`config.mk`:
```
export PLATFORM = sky130hd
export DESIGN_NAME = phy_init_seq
export DESIGN_NICKNAME = d
export VERILOG_FILES = /design/src/rtl/phy_init_seq.sv
export SDC_FILE = /design/constraint.sdc
export NUM_CORES = 1
export LEC_CHECK = 0
export BUFFER_PORTS_ARGS = -buffer_cell sky130_fd_sc_hd__buf_2
export CORE_MARGIN = 10
export CORE_UTILIZATION = 47
export DETAILED_ROUTE_END_ITERATION = 6
export HOLD_SLACK_MARGIN = 0.06
export PLACE_DENSITY = 0.74
export SLEW_MARGIN = 20
export SYNTH_ARGS = -nofsm -noshare
export SYNTH_HDL_FRONTEND = slang
export SYNTH_SLANG_ARGS = --single-unit
export TNS_END_PERCENT = 1
```
`constraint.sdc`:
```
create_clock -name clk -period 3.7 [get_ports clk]
set_clock_uncertainty 0.15 [all_clocks]
set_input_delay 0.74 -clock clk [delete_from_list [all_inputs] [get_ports clk]]
set_output_delay 0.74 -clock clk [all_outputs]
set_load 0.005 [all_outputs]
```
`src/rtl/phy_init_seq.sv`:
```
module phy_init_seq #(
  parameter int FLD_W = 4,
  parameter int TAIL  = 8
) (
  input  logic        clk,
  input  logic        rst_n,
  input  logic        cfg_we,
  input  logic [31:0] cfg_wdata,
  output logic [31:0] cfg_rdata,
  output logic        sync_rst_o,
  output logic        sync_en_o
);
  localparam int NFLD  = 4;
  localparam int FBITS = NFLD * FLD_W;
  localparam int PADW  = 28 - FBITS;
  localparam int MAXT  = NFLD * ((1 << FLD_W) - 1) + TAIL;
  localparam int CNT_W = $clog2(MAXT + 1);

  logic [NFLD-1:0][FLD_W-1:0] len_q;
  logic                       busy_q, slow_q, sdio_q;
  logic [CNT_W-1:0]           cnt_q;
  logic [CNT_W-1:0]           rst_end, gap_end, en_end, last;

  assign rst_end = CNT_W'(len_q[0]);
  assign gap_end = rst_end + CNT_W'(len_q[1]);
  assign en_end  = gap_end + CNT_W'(len_q[2]);
  assign last    = en_end + CNT_W'(len_q[3]) + CNT_W'(TAIL - 1);

  always_ff @(posedge clk or negedge rst_n) begin
    if (!rst_n) begin
      len_q  <= '0;
      busy_q <= 1'b0;
      slow_q <= 1'b0;
      sdio_q <= 1'b0;
      cnt_q  <= '0;
    end else begin
      if (cfg_we) begin
        slow_q <= cfg_wdata[29];
        sdio_q <= cfg_wdata[28];
      end
      if (cfg_we && !busy_q) begin
        len_q  <= cfg_wdata[FBITS-1:0];
        busy_q <= cfg_wdata[31];
        cnt_q  <= '0;
      end else if (busy_q) begin
        if (cnt_q == last) begin
          busy_q <= 1'b0;
          cnt_q  <= '0;
        end else begin
          cnt_q <= cnt_q + 1'b1;
        end
      end
    end
  end

  assign sync_rst_o = busy_q && (cnt_q < rst_end);
  assign sync_en_o  = busy_q && (cnt_q >= gap_end) && (cnt_q < en_end);
  assign cfg_rdata  = {busy_q, 1'b0, slow_q, sdio_q, {PADW{1'b0}}, len_q};
endmodule


```
Word level (Yosys, flattened, before mapping)
Cells that the tools add are included.
{"block": "word_totals", "reg_bits": 26, "word_cells": 29}
{"block": "op_classes", "addsub": 5, "eq_ne": 1, "magnitude_cmp": 3, "reduce_logical": 6, "muxes": 6}
{"op": "$mux W7", "count": 3}
{"op": "$add A6 B4 Y7", "count": 1}
{"op": "$add A7 B1 Y7 const B", "count": 1}
{"op": "$add A7 B3 Y7 const B", "count": 1}
{"op": "$eq A7 B7 Y1", "count": 1}
{"op": "$ge A7 B5 Y1", "count": 1}
{"op": "$lt A7 B4 Y1", "count": 1}
{"op": "$lt A7 B6 Y1", "count": 1}
{"op": "$add A5 B4 Y6", "count": 1}
{"op": "$add A4 B4 Y5", "count": 1}
{"op": "$logic_and A1 B1 Y1", "count": 4}
{"op": "$mux W1", "count": 3}
{"op": "$reduce_bool A2 Y1", "count": 1}
{"op": "$logic_not A1 Y1", "count": 1}

Logic depth before layout (Yosys ltp)
{"block": "logic_depth", "word_depth": 8, "depth_mapped": 17, "ltp_nobuf": 17}

Worst setup path after synthesis
OpenSTA, ideal clock, no wires.
{"block": "synth_timing", "kind": "flip-flop to output port", "start": "register len_q (netlist bit cfg_rdata[0])", "end": "output sync_en_o", "required_ps": 2810, "setup_slack_ps": -399, "path_stages_with_launch": 12, "t_arrival_ps": 3209, "cell_sequence": "dfrtp_1 > ha_1 > fa_1 > inv_1 > fa_1 > ha_1 > a21boi_0 > o21a_1 > o21ai_0 > nand2b_1 > maj3_1 > a2111oi_0"}
{"block": "synth_between", "elab_chain_len": 4}
{"item": "start, declared", "line_no": "19", "source": "logic [NFLD-1:0][FLD_W-1:0] len_q;"}
{"item": "start signal, assigned", "line_no": "42", "source": "len_q <= cfg_wdata[FBITS-1:0];"}
{"item": "$add A4 B4 Y5 *", "line_no": "25", "source": "assign gap_end = rst_end + CNT_W'(len_q[1]);"}
{"item": "$add A5 B4 Y6 / $ge A7 B5 Y1 (equally long branches)", "line_no": "26, 57"}
{"item": "$lt A7 B6 Y1 / $logic_and A1 B1 Y1 (equally long branches)", "line_no": "57", "source": "assign sync_en_o = busy_q && (cnt_q >= gap_end) && (cnt_q < en_end);"}
{"item": "$logic_and A1 B1 Y1 *", "line_no": "57"}
{"item": "end, declared", "line_no": "11", "source": "output logic sync_en_o"}
Mark *: on every way between the ends. The rest lies on a longest branch, timed or not.

Worst setup path in the final report
{"block": "layout_timing", "start": "register len_q (netlist bit cfg_rdata[4])", "end": "output sync_en_o"}
The elaborated chain is that of the path after synthesis.

==> metrics.csv <==
stage;metric;value;unit
outcome;status;complete, but fails checks;
outcome;violations;negative setup slack;
clock_network;cts_buffers;3;
global_routing;grt.total_usage;13.9;%
synthesis;ys_ff_latch;26;
clock_network;cts_sinks;26;
timing;finalSetupViolCount;9;
synthesis;synthArstFlopShare;100;%
synthesis;seq_area_frac_synth;29.4;%
layout;syn2layout_area_growth;29.9;%
detailed_routing;drtPass1Iterations;4;
setup_path;worst-r2r-setup-slack;-0.49;ns
setup_path;r2r_end;cnt_q[2];
synthesis;synthSimpleGateAreaFrac;11.8;%
clock_network;clk_latency;0.27;ns
synthesis;syn_avg_cell_area;9.65;um^2
place;gp_congestion;0.814;
setup_path;path_max_fanout;2;
global_routing;grt_max_degree;27;
floorplanning;num_rows;24;
clock_network;cts.root.buffer_cell;clkbuf_8;
floorplanning;initial_core_util;49.7;%
detailed_routing;wire_per_inst;14.7;um
setup_path;cp_data_required_time;2.81;ns
synthesis;synth_top_area_share;29.4;%
setup_path;arrival;3.51;ns
synthesis;synth.area.mux_share;7.24;%
clock_network;path_clk_slew;0.10;ns
synthesis;syn_inst;229;
place;post-place-cells;343;
layout;fillers;374;
place;dp_hpwl;4090;um
timing;tightest_slew;0.818;ns
synthesis;synthXorXnorAreaFrac;5.77;%
synthesis;synth_top_area_cell;dfrtp_1;
floorplanning;die_w;88.6;um
layout;antenna_cells;0;
timing;fmax;228;MHz
global_routing;overflow;0;
detailed_routing;viasPerCell;5.19;
detailed_routing;drt_iter0_drc;75;
detailed_routing;ant_nets;0;
global_routing;antenna_found_initial;0;
timing;min_period;4.40;ns
setup_path;critPathLaunchType;flop;
timing;whs;0.320;ns
clock_network;clk_path_buf_depth;2;
synthesis;ys.flop_type;dfrtp_1;
global_routing;grt_pass1_vias;1959;
setup_path;endpoint_kind;output pin;
timing;maxSlewViolCount;0;
timing;grt_setup_unrepaired;yes;
clock_network;cts_hold_buf;0;
synthesis;netlist_area;2210;um^2
flow_run;cap_violations;0;
detailed_routing;route.detailed.drc;0;
setup_path;path_class;reg -> out;
timing;fin_crit_sh;119;%
timing;hold_viol;0;
synthesis;synth_warnings;0;
place;port_buffers;42;
detailed_routing;num_vias;1816;
timing;layout_setup_ws;-0.696;ns
setup_path;reg2reg_from;cfg_rdata[4];
layout;layout-drive-gt1-share;41.3;%
synthesis;synth.distinct_cells;46;
detailed_routing;wl;5150;um
clock_network;cts_tree;done;
synthesis;synth_compound_area_share;14.8;%
synthesis;synth_edf_count;0;
floorplanning;dieArea;7850;um^2
layout;nets;368;
floorplanning;die_h;88.6;um
min_path;hp-class;in -> async;
synthesis;synth_top_family_by_area;adder cells;
layout;layout.cells.non_filler;350;
synthesis;synthAdderAreaFrac;20.7;%
floorplanning;io_pins;69;
timing;slew_headroom;45.2;%
setup_path;reg2reg_depth;16;
floorplanning;core_area;4440;um^2
layout;fin_util;64.6;%
synthesis;synth.area.top_cells;dfrtp_1 29%, ha_1 18%, mux2_2 6.1%;
clock_network;cts_max_level;1;
global_routing;grt_pass1_wl;8820;um
==> cell type report <==
cell class	count	area, um^2	share of cell area, %
inverters	23	86.3	3.01
well taps	52	65.1	2.27
multi-input cells	172	1570	54.6
clock buffers	4	55.1	1.92
repair buffers	73	447	15.6
flip-flops and latches	26	651	22.7
==> Yosys cell counts (4+ instances only) <==
cell type / instances
a21o_1: 4
a21oi_1: 6
and2_1: 4
buf_4: 16
clkbuf_1: 4
dfrtp_1: 26
ha_1: 31
inv_1: 23
mux2_2: 12
nand2_1: 21
nand2b_1: 5
nand3_1: 5
nor2_1: 7
o21ai_0: 13
xnor2_1: 6
xor2_1: 6
==> kinds of logic (layout without fill, tap and decap cells) <==
| group | Yosys count | count (layout) |
|---|---|---|
| AO/OA/AOI/OAI | 44 | 44 |
| buffers and inverters | 43 | 100 |
| multiplexers | 14 | 14 |
| XOR/XNOR | 13 | 13 |
| AND/OR/NAND/NOR | 53 | 53 |
| flip-flops | 26 | 26 |
| other | 1 | 13 |
| adder cells (fa/ha/maj) | 35 | 35 |
==> sequential cells by signal, summed over array words and instances, names as in the netlist <==
name,count
slow_q,1
cnt_q,7
cfg_rdata,16
busy_q,1
sdio_q,1
==> cell usage in the layout, fill, tap and decap left out, types with 2 or more instances in the layout <==
master	synthesis	routed
nor2_1	7	7
o21a_1	2	2
nand2b_1	5	5
xnor2_1	6	4
buf_2	0	42
buf_4	16	30
and2_1	4	4
o21ai_1	1	4
inv_1	23	22
dfrtp_1	26	26
mux2_2	12	12
a21oi_1	6	4
nor3_1	2	2
nor2b_1	3	2
ha_2	0	3
xnor2_2	0	2
nand2_1	21	21
ha_4	0	4
a21boi_0	3	2
clkbuf_8	0	4
xor2_2	0	2
nand3_1	5	5
ha_1	31	24
fa_2	0	2
xor2_1	6	3
o221ai_2	0	2
a21o_1	4	4
a21oi_2	0	2
conb_1	1	13
o21ai_0	13	9
==> what timing repair did <==
action / in CTS / in global routing
pin swaps: 4 / 6
gates resized for setup: 10 / 10
buffers inserted: 0 / 3
endpoints found under the setup margin: 9 / 9
==> metrics by stage <==
step                TNS (ns)  area (um^2)  setup WS, ns
finish                 -4.07         2870        -0.696
global route           -5.70         2870        -0.847
CTS                    -3.41         2780        -0.750
detailed placement     -5.07         2680        -0.619
global placement       -4.43         2680        -0.542
floorplan             -0.856         2320        -0.133
==> critical path, stage by stage (launching register included) <==
cell       delay, ns
dfrtp_1         0.40
ha_2            0.20
fa_2            0.54
inv_2           0.05
fa_1            0.49
ha_1            0.28
a21boi_1        0.13
o21a_1          0.18
o21ai_2         0.11
nand2b_1        0.06
maj3_2          0.32
a2111oi_4       0.30
buf_2           0.17
==> metal layers <==
metal | global-route usage (%) | vias up | wire, um
li1 | - | 899 | -
met2 | 26.3 | 48 | 2590
met1 | 15.7 | 863 | 2240
met3 | 2.21 | 6 | 257
met5 | 0 | - | 0
met4 | 3.96 | 0 | 72
==> how the worst max path moves through the flow <==
stage           endpoint          from  slack (ns)  cells after the start
5_1_grt        sync_en_o  cfg_rdata[4]       -0.85                     12
3_3_place_gp    cnt_q[1]  cfg_rdata[4]       -0.54                     16
2_1_floorplan  sync_en_o  cfg_rdata[4]       -0.13                     11
6_report       sync_en_o  cfg_rdata[4]       -0.70                     12
4_1_cts        sync_en_o  cfg_rdata[4]       -0.75                     12
3_5_place_dp    cnt_q[2]  cfg_rdata[4]       -0.62                     16
Power is not shown: default switching activity piles up to over one toggle a cycle in this logic, so the estimate is an artifact.
